## config.mk

```make
export PLATFORM = sky130hd
export DESIGN_NAME = reorder_buffer
export DESIGN_NICKNAME = d
export VERILOG_FILES = /design/src/rtl/rob_pkg.sv /design/src/rtl/rob_ptrs.sv /design/src/rtl/rob_store.sv /design/src/rtl/reorder_buffer.sv
export SDC_FILE = /design/constraint.sdc
export NUM_CORES = 1
export LEC_CHECK = 0
export CAP_MARGIN = 20
export CORE_AREA = 5 5 175 177
export DETAILED_ROUTE_END_ITERATION = 8
export DIE_AREA = 0 0 180 182
export GPL_ROUTABILITY_DRIVEN = 0
export PLACE_DENSITY = 0.79
export SYNTH_ARGS = -nofsm -noshare
export SYNTH_HDL_FRONTEND = slang
export SYNTH_HIERARCHICAL = 1
export SYNTH_SLANG_ARGS = --single-unit
```

## constraint.sdc

```tcl
create_clock -name clk_i -period 4.3 [get_ports clk_i]
set_input_delay 0.86 -clock clk_i [delete_from_list [all_inputs] [get_ports clk_i]]
set_output_delay 0.86 -clock clk_i [all_outputs]
set_load 0.01 [all_outputs]
```

## src/rtl/rob_pkg.sv

```systemverilog
package rob_pkg;
  parameter int unsigned RobDataW = 32;
  parameter int unsigned RobRegW  = 5;

  typedef struct packed {
    logic                done;
    logic                exc;
    logic                store;
    logic [RobRegW-1:0]  dest;
    logic [RobDataW-1:0] value;
  } rob_entry_t;
endpackage

```

## src/rtl/rob_ptrs.sv

```systemverilog
module rob_ptrs #(
  parameter int unsigned DEPTH = 8,
  localparam int unsigned IDX_W = $clog2(DEPTH),
  localparam int unsigned PTR_W = IDX_W + 1
) (
  input  logic             clk_i,
  input  logic             rst_ni,
  input  logic             push_i,
  input  logic             pop_i,
  input  logic             exc_flush_i,
  input  logic             mis_flush_i,
  input  logic [IDX_W-1:0] mis_tag_i,
  output logic [IDX_W-1:0] head_idx_o,
  output logic [IDX_W-1:0] tail_idx_o,
  output logic             full_o,
  output logic             empty_o
);
  logic [PTR_W-1:0] head_q, tail_q, br_ptr, count;

  // branch position rebuilt from its distance to the head
  assign br_ptr = head_q + {1'b0, IDX_W'(mis_tag_i - head_q[IDX_W-1:0])};

  always_ff @(posedge clk_i or negedge rst_ni) begin
    if (!rst_ni) begin
      head_q <= '0;
      tail_q <= '0;
    end else begin
      if (pop_i) head_q <= head_q + 1'b1;
      if (exc_flush_i)      tail_q <= head_q;
      else if (mis_flush_i) tail_q <= br_ptr + 1'b1;
      else if (push_i)      tail_q <= tail_q + 1'b1;
    end
  end

  assign head_idx_o = head_q[IDX_W-1:0];
  assign tail_idx_o = tail_q[IDX_W-1:0];
  assign empty_o    = (head_q == tail_q);
  assign full_o     = (head_q[IDX_W-1:0] == tail_q[IDX_W-1:0]) &&
                      (head_q[IDX_W] != tail_q[IDX_W]);
  assign count      = tail_q - head_q;

  assert_occupancy_R3: assert property (@(posedge clk_i) disable iff (!rst_ni)
    count <= PTR_W'(DEPTH));
  assert_exc_empties_R7: assert property (@(posedge clk_i) disable iff (!rst_ni)
    exc_flush_i |=> empty_o);
  assert_one_retire_R6: assert property (@(posedge clk_i) disable iff (!rst_ni)
    pop_i |=> head_idx_o == IDX_W'($past(head_idx_o) + 1'b1));
endmodule

```

## src/rtl/rob_store.sv

```systemverilog
module rob_store
  import rob_pkg::*;
#(
  parameter int unsigned DEPTH = 8,
  localparam int unsigned IDX_W = $clog2(DEPTH)
) (
  input  logic                clk_i,
  input  logic                rst_ni,
  input  logic                alloc_en_i,
  input  logic [IDX_W-1:0]    alloc_idx_i,
  input  logic [RobRegW-1:0]  alloc_dest_i,
  input  logic                alloc_store_i,
  input  logic                wb_en_i,
  input  logic [IDX_W-1:0]    wb_idx_i,
  input  logic [RobDataW-1:0] wb_value_i,
  input  logic                wb_exc_i,
  input  logic [IDX_W-1:0]    rd_idx_i,
  output rob_entry_t          rd_entry_o
);
  rob_entry_t mem [DEPTH];

  for (genvar i = 0; i < DEPTH; i++) begin : g_slot
    always_ff @(posedge clk_i or negedge rst_ni) begin
      if (!rst_ni) begin
        mem[i] <= '0;
      end else begin
        if (alloc_en_i && alloc_idx_i == IDX_W'(i)) begin
          mem[i].done  <= 1'b0;
          mem[i].exc   <= 1'b0;
          mem[i].store <= alloc_store_i;
          mem[i].dest  <= alloc_dest_i;
        end
        if (wb_en_i && wb_idx_i == IDX_W'(i)) begin
          mem[i].done  <= 1'b1;
          mem[i].exc   <= wb_exc_i;
          mem[i].value <= wb_value_i;
        end
      end
    end

    assert_wb_marks_done_R4: assert property (@(posedge clk_i) disable iff (!rst_ni)
      (wb_en_i && wb_idx_i == IDX_W'(i)) |=> mem[i].done);
  end

  assign rd_entry_o = mem[rd_idx_i];
endmodule

```

## src/rtl/reorder_buffer.sv

```systemverilog
module reorder_buffer
  import rob_pkg::*;
#(
  parameter int unsigned DEPTH = 8,
  parameter int unsigned PC_W  = 32,
  localparam int unsigned IDX_W = $clog2(DEPTH)
) (
  input  logic                clk_i,
  input  logic                rst_ni,
  input  logic                disp_valid_i,
  input  logic [RobRegW-1:0]  disp_dest_i,
  input  logic                disp_store_i,
  output logic                disp_ready_o,
  output logic [IDX_W-1:0]    disp_tag_o,
  input  logic                wb_valid_i,
  input  logic [IDX_W-1:0]    wb_tag_i,
  input  logic [RobDataW-1:0] wb_value_i,
  input  logic                wb_exc_i,
  input  logic                mispredict_i,
  input  logic [IDX_W-1:0]    mispredict_tag_i,
  input  logic [PC_W-1:0]     mispredict_pc_i,
  input  logic [PC_W-1:0]     exc_handler_pc_i,
  output logic                cmt_valid_o,
  output logic                cmt_reg_we_o,
  output logic                cmt_store_o,
  output logic [IDX_W-1:0]    cmt_tag_o,
  output logic [RobRegW-1:0]  cmt_dest_o,
  output logic [RobDataW-1:0] cmt_value_o,
  output logic                redirect_valid_o,
  output logic [PC_W-1:0]     redirect_pc_o
);
  logic [IDX_W-1:0] head_idx, tail_idx;
  logic full, empty, head_live, exc_flush, mis_flush, push;
  rob_entry_t head_e;

  assign head_live    = !empty && head_e.done;
  assign exc_flush    = head_live && head_e.exc;
  assign mis_flush    = mispredict_i && !exc_flush;
  assign disp_ready_o = !full && !exc_flush && !mispredict_i;
  assign push         = disp_valid_i && disp_ready_o;
  assign disp_tag_o   = tail_idx;

  assign cmt_valid_o  = head_live && !head_e.exc;
  assign cmt_reg_we_o = cmt_valid_o && !head_e.store;
  assign cmt_store_o  = cmt_valid_o && head_e.store;
  assign cmt_tag_o    = head_idx;
  assign cmt_dest_o   = head_e.dest;
  assign cmt_value_o  = head_e.value;

  assign redirect_valid_o = exc_flush || mispredict_i;
  assign redirect_pc_o    = exc_flush ? exc_handler_pc_i : mispredict_pc_i;

  rob_ptrs #(.DEPTH(DEPTH)) u_ptrs (
    .clk_i       (clk_i),
    .rst_ni      (rst_ni),
    .push_i      (push),
    .pop_i       (cmt_valid_o),
    .exc_flush_i (exc_flush),
    .mis_flush_i (mis_flush),
    .mis_tag_i   (mispredict_tag_i),
    .head_idx_o  (head_idx),
    .tail_idx_o  (tail_idx),
    .full_o      (full),
    .empty_o     (empty)
  );

  rob_store #(.DEPTH(DEPTH)) u_store (
    .clk_i         (clk_i),
    .rst_ni        (rst_ni),
    .alloc_en_i    (push),
    .alloc_idx_i   (tail_idx),
    .alloc_dest_i  (disp_dest_i),
    .alloc_store_i (disp_store_i),
    .wb_en_i       (wb_valid_i),
    .wb_idx_i      (wb_tag_i),
    .wb_value_i    (wb_value_i),
    .wb_exc_i      (wb_exc_i),
    .rd_idx_i      (head_idx),
    .rd_entry_o    (head_e)
  );

  assert_mispredict_tail_R8: assert property (@(posedge clk_i) disable iff (!rst_ni)
    mis_flush |=> disp_tag_o == IDX_W'($past(mispredict_tag_i) + 1'b1));
  assert_no_dispatch_on_flush_R10: assert property (@(posedge clk_i) disable iff (!rst_ni)
    redirect_valid_o |-> !disp_ready_o);
  assert_exc_no_commit_R7: assert property (@(posedge clk_i) disable iff (!rst_ni)
    exc_flush |-> !cmt_valid_o && redirect_pc_o == exc_handler_pc_i);
  assert_commit_kind_R6: assert property (@(posedge clk_i) disable iff (!rst_ni)
    !(cmt_reg_we_o && cmt_store_o));
endmodule

```

Word level (Yosys, flattened, before mapping)
Cells that the tools add are included.
{ "op_classes": {"add_sub_neg": 5, "n_lt_le_gt_ge": 1, "n_eq_ne": 17, "muxes": 23, "n_bitwise": 1, "n_reduce_logical": 44} }
{ "op_table": {"columns": ["operator", "n"], "rows": [
  ["$bmux 40 s3", 1],
  ["$mux 40", 2],
  ["$mux 8", 8],
  ["$mux 32", 1],
  ["$logic_and 1x1->1", 26],
  ["$eq 3x3->1 const B", 8],
  ["$mux 2", 8],
  ["$reduce_bool 2->1", 8],
  ["$add 4x1->4 const B", 3],
  ["$eq 3x2->1 const B", 4],
  ["$mux 4", 3],
  ["$eq 3x1->1 const B", 2],
  ["$logic_not 1->1", 6],
  ["$logic_not 3->1", 2],
  ["$add 4x3->4", 1],
  ["$eq 4x4->1", 1],
  ["$ge 4x4->1 const B", 1],
  ["$not 3->4", 1],
  ["$eq 3x3->1", 1],
  ["$reduce_bool 3->1", 1],
  ["$sub 3x3->3", 1],
  ["$logic_or 1x1->1", 1],
  ["$ne 1x1->1", 1]
]} }
{ "totals": {"ff_bits": 328, "input_bits": 114, "output_inout_bits": 80} }

Logic depth before layout (Yosys ltp)
Gate-level depths: netlist of the first run.
{ "depth": {"word_depth": 13, "depth_mapped": 14, "ltp_nobuf": 11} }

By module
The synthesis of the first run kept the hierarchy.
{ "by_module_without_submodules": {"columns": ["mod", "n_inst", "cells_per_inst", "area_each_um2"], "rows": [
  ["rob_store", 1, 853, 14510.2],
  ["rob_ptrs", 1, 73, 698.2],
  ["reorder_buffer", 1, 44, 604.3]
]} }

Worst setup path before layout of the first run
OpenSTA, ideal clock, no wires.
{ "synth_timing": {"path_type": "flip-flop to flip-flop", "startpoint": "register u_ptrs.head_q[0]", "endpoint": "register u_store/mem[272] (netlist name)", "setup_time_ns": 0.125, "arrival_ns": 3.452, "required_ns": 4.175, "slack_ns": 0.723, "path_stages_with_launch": 14, "path_buffers": 6, "period_less_slack_ns": 3.577, "cell_sequence": "dfrtp_1 -> buf_4 -> buf_2 -> buf_6 -> mux4_2 -> mux2_2 -> nand3b_4 -> inv_6 -> buf_12 -> nor4b_2 -> clkbuf_1 -> nor4bb_1 -> buf_2 -> mux2_2"} }
{ "synth_rtl": {"columns": ["element", "line", "source"], "rows": [
  ["start, declared", "rob_ptrs.sv:18", "logic [PTR_W-1:0] head_q, tail_q, br_ptr, count;"],
  ["start signal, assigned", "rob_ptrs.sv:28", "if (pop_i) head_q <= head_q + 1'b1;"],
  ["end, declared", "rob_store.sv:20", "rob_entry_t mem [DEPTH];"]
]} }

==> metrics.md, run 1 <==
| Metric | Value |
|---|---|
| Status | completed |
| Crit Path Class | reg2out |
| Nets@finish | 1274 |
| Mapped Cells | 970 |
| WL per Instance | 22.4 µm |
| Core area | 29100 µm² |
| Pleak | 8.11 nW |
| First-pass GRT wire length | 57300 µm |
| TNS Setup | 0 ns |
| Peak VDD IR | 0.439 mV |
| Final-report hold violation count | 0 |
| Most used DFF post-synth | dfrtp_1 |
| Routed vias | 9098 |
| Final setup viols | 0 |
| Net count after synthesis | 1092 |
| Largest family of logic cells by synthesized area | multiplexers |
| Die X | 180 µm |
| CP Max Fanout | 17 |
| GRT overflow | 0 |
| Post-synthesis sequential area ratio | 51.9% |
| Number of synthesized flops with an enable pin | 0 |
| Critical Path Sink Type | primary output |
| Post-DP HPWL | 21200 µm |
| IO Port Bufs | 193 |
| Inst Count DP | 1504 |
| DRT iter0 DRCs | 511 |
| Post-CTS Hold Buffers | 0 |
| Ys async rst share | 100% |
| DRC Markers | 0 |
| Fill cell count | 2007 |
| CTS root buf | clkbuf_16 |
| Pin slew with the least headroom to its limit | 0.869 ns |
| Final instance area | 19300 µm² |
| Total chip power | 13.5 mW |
| Synthesis Warnings | 6 |
| Hold crit path type | in2async |
| Clock sink total | 328 |
| Final Instance Count excl. Fillers | 1567 |
| Max Freq | 246 MHz |
| Vias in the first global route | 10100 |
| Via density | 5.81 |
| Slew headroom | 41.9% |
| Total setup buffers inserted after CTS | 0 |
| Period utilization | 94.7% |
| Routed wire length | 35200 µm |
| Area grow syn2layout | 21.8% |
| Cts repair resizes | 0 |
| Die area | 32800 µm² |
| Routed Antenna Nets | 0 |
| Num rows | 63 |
| Simple-gate area share of the yosys netlist | 2.71% |
| Synth top area cells | dfrtp_1 (52%), mux2_2 (23%), mux4_2 (11%) |
| CTS tree | done |
| Count leader, synth | dfrtp_1 |
| Largest net degree at the start of global routing | 95 |
| Layout cells sized above 1 | 46.9% |
| Synth Area in Compound Gates | 0.997% |
| Worst skew pair latency | 0.50 ns |
| Post-Place Cell Area | 18000 µm² |
| Pwr Density | 703 nW/µm² |
| Cell Area, Synth | 15800 µm² |
| Router iterations before antenna repair | 4 |
| Top cells by count, synth | dfrtp_1 (328), mux2_2 (323), mux4_2 (80) |
| CP startpoint kind | register |
| Synth top area share | 51.9% |
| Post-Synth Adder-Cell Area | 0.728% |
| Starting density of the core | 54.4% |
| Max Slew Vio Count | 0 |
| Critical Path RT | 3.44 ns |
| Max cap viols | 0 |
| Clock Path Buffers | 3 |
| Final Skew | 0.00703 ns |
| Post-synthesis register bit count | 328 |
| Total GRT Usage | 21.8% |
| Mux contribution to synthesized area | 39.4% |
| CTS buffer count | 36 |
| Initial antenna violation count | 1 |
| Clock-pin slew on the worst setup and hold paths | 0.06 ns |
| Final Util | 66.2% |
| Die height | 182 µm |
| Xor/xnor share of the synthesized area | 0.720% |
| Final antenna diode count | 0 |
| Min cycle time layout | 4.07 ns |
| CTS H-tree depth | 2 |
| Post-synth cell types | 44 |
| Arrival @ worst endpoint | 3.21 ns |
| Unrepaired setup endpoints after global routing | no |
| Synth Area per Inst | 16.3 µm² |
| Leading area contributor after synthesis | dfrtp_1 |
| # IOs | 194 |
-- registers in the layout, summed over array words and instances (netlist names) --
name / flops
u_ptrs/head_q: 4
u_store/mem: 320
u_ptrs/tail_q: 4
-- power by group --
part / total (mW) / switching, mW / leakage (nW) / internal [mW]
Combinational: 5.86 / 2.26 / 3.56 / 3.60
Sequential: 4.54 / 0.595 / 3.95 / 3.95
Clock: 3.14 / 1.20 / 0.603 / 1.94
Total: 13.5 / 4.05 / 8.11 / 9.49
-- metal layers --
| metal | wire length [µm] | track usage (%) | share of wire, % | up-vias |
|---|---|---|---|---|
| li1 | - | - | - | 3978 |
| met1 | 15500 | 30.2 | 44 | 4812 |
| met2 | 16900 | 35.7 | 48 | 259 |
| met3 | 1870 | 4.55 | 5.3 | 47 |
| met4 | 852 | 6.00 | 2.4 | 2 |
| met5 | 7 | 0 | 0.020 | - |
-- critical path, stage by stage, from the launching register on --
cell,delay [ns]
dfrtp_4,0.63
mux4_2,0.56
mux2_2,0.31
nor3b_1,0.40
nor2b_1,0.25
clkdlybuf4s50_1,0.56
-- through the flow --
stage / hold slack (ns) / setup WS [ns]
floorplan: 0.442 / 0.723
CTS: 0.407 / 0.181
global route: 0.435 / 0.0988
global placement: 0.454 / 0.759
finish: 0.376 / 0.228
detailed placement: 0.464 / 0.725
-- placed cells by master (no fill, tap or decap), types with 4 or more instances in the layout --
cell type,n
clkdlybuf4s50_1,192
dfrtp_1,325
nand3_1,5
nor2_1,5
nand2_1,15
o21bai_1,4
mux2_2,323
clkbuf_16,37
mux2_4,47
ha_1,6
mux2_1,7
clkbuf_1,5
inv_1,11
buf_4,18
mux4_2,80
xnor2_1,10
o21ai_0,8
buf_12,6
nor3_1,4
clkbuf_8,11
clkinv_2,4
a22o_1,4
-- worst paths after layout --
path                                  start               end  slack [ns]  cells after the start
setup / recovery           u_ptrs/head_q[0]      cmt_reg_we_o        0.23                      5
hold / removal                       rst_ni  u_store/mem[265]        0.38                      1
setup reg to reg           u_ptrs/head_q[0]   u_store/mem[73]        0.80                      8
hold reg to reg             u_store/mem[79]   u_store/mem[79]        0.48                      2
max in group asynchronous            rst_ni  u_store/mem[117]        2.81                      2
min in group clk_i          u_store/mem[79]   u_store/mem[79]        0.48                      2
-- layout make-up --
type,count,area [µm²],area share [%]
clock inverters,10,134,0.695
well taps,390,488,2.53
clock buffers,53,1100,5.69
multi-input cells,557,7090,36.8
flip-flops and latches,328,8220,42.7
inverters,12,50.0,0.260
repair buffers,217,2190,11.4
-- logic make-up after synthesis --
group | Yosys count
muxes | 458
DFF | 328
buffers and inverters | 85
and+or+nand+nor | 57
AOI/OAI and AO/OA | 21
xor gates and xnor gates | 13
adders and majority gates | 8
(Power assumes the default switching activity.)
==> run 2: changes to the inputs <==
CORE_AREA = 5 5 149 207   (was 5 5 175 177)
CTS_CLUSTER_SIZE = 20   (was not set)
DIE_AREA = 0 0 154 212   (was 0 0 180 182)
==> run 2 against run 1 <==
  * Via count decreased by 1.1%
  * Largest cell class unchanged
  * Count of clock-buffer cells in the layout is 7 lower
  * Flip-flop and latch count is the same
  * Global-route usage shrank 0.12 points
  * Routed wire length shrank 1.8%
  * Critical path type unchanged
  * Largest power group unchanged
  * Combinational power barely moved
==> metrics.md, run 2 (synthesis gave the netlist of run 1 again) <==
| Metric | Value |
|---|---|
| Status | completed |
| Share of power burned in registers | 34.5% |
| Crit Path Class | reg2out |
| WL per Instance | 22.3 µm |
| Critical Path, Cell by Cell | mux4_2 > mux2_2 > nor3b_1 > nor2b_1 > clkdlybuf4s50_1 |
| Sw Ratio | 30.1% |
| Peak VDD IR | 0.427 mV |
| Max Freq | 244 MHz |
| Die area | 32600 µm² |
| Core area | 28900 µm² |
| Clock-pin slew on the worst setup and hold paths | 0.06 ns |
| Most common cell after layout, fill and taps aside | dfrtp_1 |
| Met2 wire len | 17600 µm |
| Final-report hold violation count | 0 |
| Critical Path Sink Type | primary output |
| Slew headroom | 30.8% |
| Sw Pwr | 3.94 mW |
| CTS H-tree depth | 1 |
| Largest net degree at the start of global routing | 124 |
| Final antenna diode count | 0 |
| Critical Path RT | 3.44 ns |
| Period utilization | 95.5% |
| Final setup viols | 0 |
| Area grow syn2layout | 20.5% |
| DRT iter0 DRCs | 320 |
| CP startpoint kind | register |
| Post-DP HPWL | 21400 µm |
| Final Skew | 0.0224 ns |
| Top Registers | u_store/mem: 320 flops, u_ptrs/head_q: 4 flops, u_ptrs/tail_q: 4 flops |
| GRT overflow | 0 |
| Arrival @ worst endpoint | 3.25 ns |
| Via density | 5.81 |
| DRC Markers | 0 |
| Int Power | 9.17 mW |
| CP Max Fanout | 16 |
| Routed Antenna Nets | 0 |
| Die X | 154 µm |
| Nets@finish | 1269 |
| Worst skew pair latency | 0.57 ns |
| Max Slew Vio Count | 0 |
| Routed vias | 8996 |
| Pleak | 8.02 nW |
| Total setup buffers inserted after CTS | 0 |
| IO Port Bufs | 193 |
| Largest Register | u_store/mem |
| Most frequent cells in the layout | dfrtp_1 (325), mux2_2 (323), clkdlybuf4s50_1 (192), mux4_2 (80), mux2_4 (47) |
| Met1 Wirelength | 14700 µm |
| Slowest stage cell on the critical path | dfrtp_4 |
| CTS buffer count | 30 |
| Top Layer Used | met5 |
| Router iterations before antenna repair | 4 |
| Hold crit path type | in2async |
| Storage element area | 8220 µm² |
| Max cap viols | 0 |
| WL met3 | 1700 µm |
| Pwr Density | 688 nW/µm² |
| Layout cells sized above 1 | 46.3% |
| Total chip power | 13.1 mW |
| Post-CTS Hold Buffers | 0 |
| CTS tree | done |
| Worst path max stage delay | 0.63 ns |
| Fill cell count | 2109 |
| Unrepaired setup endpoints after global routing | no |
| Comb pwr share | 44.4% |
| Multi-input gate area | 7080 µm² |
| Max reg flops | 320 |
| Clock sink total | 328 |
| Starting density of the core | 54.7% |
| Clock Path Buffers | 3 |
| Pin slew with the least headroom to its limit | 1.03 ns |
| Die height | 212 µm |
| Total GRT Usage | 21.7% |
| Clk pwr share | 21.0% |
| Routed wire length | 34600 µm |
| Min cycle time layout | 4.11 ns |
| TNS Setup | 0 ns |
| Cts repair resizes | 0 |
| Vias in the first global route | 10300 |
| # IOs | 194 |
| First-pass GRT wire length | 56600 µm |
| Final Instance Count excl. Fillers | 1549 |
| CTS root buf | clkbuf_16 |
| Initial antenna violation count | 1 |
| Num rows | 74 |
| Inst Count DP | 1495 |
## run 2: changes by cell type in the layout (fill, tap and decap cells not counted), sizes merged
cell,previous run,this run
clkinvlp,2,0
buf,25,26
clkbuf,53,46
## run 2: final timing paths
path,startpoint,to,slack (ns),depth (start not counted)
worst max-delay path,u_ptrs/head_q[0],cmt_reg_we_o,0.19,5
worst min-delay path,rst_ni,u_store/mem[208],0.36,1
worst max register to register,u_ptrs/head_q[0],u_store/mem[36],0.87,8
worst min register to register,u_store/mem[79],u_store/mem[79],0.48,2
max in group asynchronous,rst_ni,u_store/mem[102],2.77,2
min in group clk_i,u_store/mem[79],u_store/mem[79],0.48,2
## run 2: power by group through the flow
stage	combinational, mW	clock (mW)	sequential, mW
2_1_floorplan	4.21	0	4.27
3_3_place_gp	5.79	0	4.53
3_5_place_dp	5.89	0	4.59
4_1_cts	5.92	2.83	4.53
5_1_grt	6.27	2.95	4.65
6_report	5.83	2.75	4.53
## run 2: layer usage
metal  track usage [%]  vias up
met5                 0        -
met1              29.6     4766
li1                  -     3955
met4              4.54        2
met3              3.12       39
met2              37.7      234
## run 2: per-stage QoR
| step | setup slack, ns | util [%] | cell area, µm² | hold WS [ns] |
|---|---|---|---|---|
| 2_1_floorplan | 0.723 | - | 15800 | 0.442 |
| 3_3_place_gp | 0.775 | 62.4 | 18000 | 0.460 |
| 6_report | 0.194 | 65.9 | 19000 | 0.356 |
| 4_1_cts | 0.128 | 65.9 | 19000 | 0.452 |
| 5_1_grt | 0.0424 | 65.9 | 19000 | 0.471 |
| 3_5_place_dp | 0.742 | 62.4 | 18000 | 0.465 |
## run 2: final cells by class
class / count / area share, %
inverters: 12 / 0.263
clock buffers: 46 / 4.79
clock inverters: 8 / 0.604
repair buffers: 218 / 11.5
well taps: 380 / 2.50
multi-input cells: 557 / 37.2
flip-flops and latches: 328 / 43.1
## run 2: worst max-delay path, delay by kind of cell, from the launching register on
kind,cells,cell delay (ns)
buf+inv,1,0.55
flops,1,0.63
simple gates,2,0.66
mux,2,0.85
==> run 3: changes to the inputs <==
CORE_AREA = 5 5 175 244   (was 5 5 149 207)
DIE_AREA = 0 0 180 249   (was 0 0 154 212)
PLACE_DENSITY = 0.6   (was 0.79)
==> run 3 against run 2 <==
  * Setup slack better by 0.054 ns
  * Register-to-register slack hardly changed
  * Routed wire length is 6.9% higher
  * Critical path depth grew 1
  * Flip-flop and latch count is the same
  * Die area increased by 37%
  * Total power increased by 0.13%
  * Utilization is 18 points lower
==> metrics.md, run 3 (synthesis gave the netlist of run 1 again) <==
| Metric | Value |
|---|---|
| Die height | 249 µm |
| CTS buffer count | 31 |
| Final Skew | 0.00653 ns |
| CP startpoint kind | register |
| Via density | 5.22 |
| Routed vias | 8894 |
| Area grow syn2layout | 21.5% |
| Period utilization | 94.2% |
| Final-report hold violation count | 0 |
| Crit Path Class | reg2out |
| DRC Markers | 0 |
| Layout cells sized above 1 | 46.7% |
| TNS Setup | 0 ns |
| Max Freq | 247 MHz |
| Critical Path RT | 3.44 ns |
| GRT overflow | 0 |
| Peak VDD IR | 0.340 mV |
| First-pass GRT wire length | 58600 µm |
| Final Instance Count excl. Fillers | 1704 |
| DRT iter0 DRCs | 294 |
| Final instance area | 19200 µm² |
| Largest Register | u_store/mem |
| Hold crit path type | in2async |
| CTS H-tree depth | 1 |
| Max Slew Vio Count | 0 |
| Final antenna diode count | 0 |
| Routed wire length | 36900 µm |
| Pin slew with the least headroom to its limit | 0.758 ns |
| Clock sink total | 328 |
| CTS tree | done |
| Num rows | 87 |
| Critical Path Sink Type | primary output |
| Nets@finish | 1271 |
| Most common cell after layout, fill and taps aside | dfrtp_1 |
| Largest net degree at the start of global routing | 92 |
| Post-DP HPWL | 22800 µm |
| Router iterations before antenna repair | 4 |
| Unrepaired setup endpoints after global routing | no |
| Arrival @ worst endpoint | 3.19 ns |
| Worst skew pair latency | 0.56 ns |
| Die X | 180 µm |
| Slew headroom | 49.5% |
| Most frequent cells in the layout | dfrtp_1 (325), mux2_2 (323), clkdlybuf4s50_1 (192), mux4_2 (80), mux2_4 (47) |
| Total chip power | 13.1 mW |
| WL per Instance | 21.7 µm |
| Max cap viols | 0 |
| Status | completed |
| Total setup buffers inserted after CTS | 0 |
| Max reg flops | 320 |
| Clock-pin slew on the worst setup and hold paths | 0.06 ns |
| Starting density of the core | 39.4% |
| Die area | 44800 µm² |
| # IOs | 194 |
| CP Max Fanout | 44 |
| Inst Count DP | 1650 |
| Pleak | 8.00 nW |
| Clock Path Buffers | 3 |
| Min cycle time layout | 4.05 ns |
| Vias in the first global route | 9707 |
| Routed Antenna Nets | 0 |
| Initial antenna violation count | 2 |
| Post-CTS Hold Buffers | 0 |
| Final setup viols | 0 |
| CTS root buf | clkbuf_16 |
| Top Registers | u_store/mem: 320 flops, u_ptrs/head_q: 4 flops, u_ptrs/tail_q: 4 flops |
| Total GRT Usage | 16.3% |
| IO Port Bufs | 193 |
| Post-Place Cell Area | 18200 µm² |
| Core area | 40200 µm² |
| Pwr Density | 683 nW/µm² |
-- run 3: cell count changes in the layout (fill, tap and decap cells not counted), sizes merged --
cell / before / now
clkinv: 5 / 4
clkinvlp: 0 / 1
clkbuf: 46 / 47
bufinv: 3 / 2
buf: 26 / 27
-- run 3: per-stage QoR --
stage / util [%] / setup WS [ns] / hold WS [ns]
6_report: 47.8 / 0.248 / 0.286
5_1_grt: 47.8 / 0.0865 / 0.310
4_1_cts: 47.8 / 0.0603 / 0.279
3_5_place_dp: 45.3 / 0.698 / 0.469
3_3_place_gp: 45.3 / 0.786 / 0.464
2_1_floorplan: - / 0.723 / 0.442
-- run 3: worst paths after layout --
kind | startpoint | endpoint | slack, ns | cells after the start
min reg2reg | u_store/mem[39] | u_store/mem[39] | 0.48 | 2
max in group asynchronous | rst_ni | u_ptrs/head_q[2] | 2.96 | 2
max reg2reg | u_ptrs/head_q[0] | u_store/mem[72] | 0.87 | 8
min | rst_ni | u_store/mem[211] | 0.29 | 1
max | u_ptrs/head_q[0] | redirect_pc_o[20] | 0.25 | 6
min in group clk_i | u_store/mem[39] | u_store/mem[39] | 0.48 | 2
-- run 3: area by class of cell --
class	count	area (µm²)
inverters	12	50.0
clock buffers	47	926
fillers	3467	21000
multi-input cells	557	7100
well taps	534	668
repair buffers	219	2160
clock inverters	7	87.6
flip-flops and latches	328	8220
-- run 3: critical path, stage by stage (launching register included) --
cell and delay (ns):
dfrtp_4 0.64, mux4_2 0.55, mux2_2 0.32, nand3b_4 0.11, inv_6 0.16, mux2_4 0.34, clkdlybuf4s50_1 0.48
-- run 3: repair_timing --
action / CTS / global route
endpoints found under the hold margin: 0 / 0
endpoints found under the setup margin: 0 / 1
resized for setup: 0 / 1
-- run 3: per-layer routing --
| layer | vias up | global-route usage (%) | wire [µm] |
|---|---|---|---|
| met4 | 4 | 3.35 | 526 |
| met5 | - | 0 | 27 |
| met1 | 4679 | 21.9 | 16600 |
| met2 | 209 | 28.0 | 18200 |
| li1 | 3962 | - | - |
| met3 | 40 | 2.91 | 1590 |
-- run 3: where the power goes --
| part | internal [mW] | switching (mW) |
|---|---|---|
| clock | 1.59 | 1.14 |
| combinational | 3.60 | 2.24 |
| sequential | 3.94 | 0.609 |
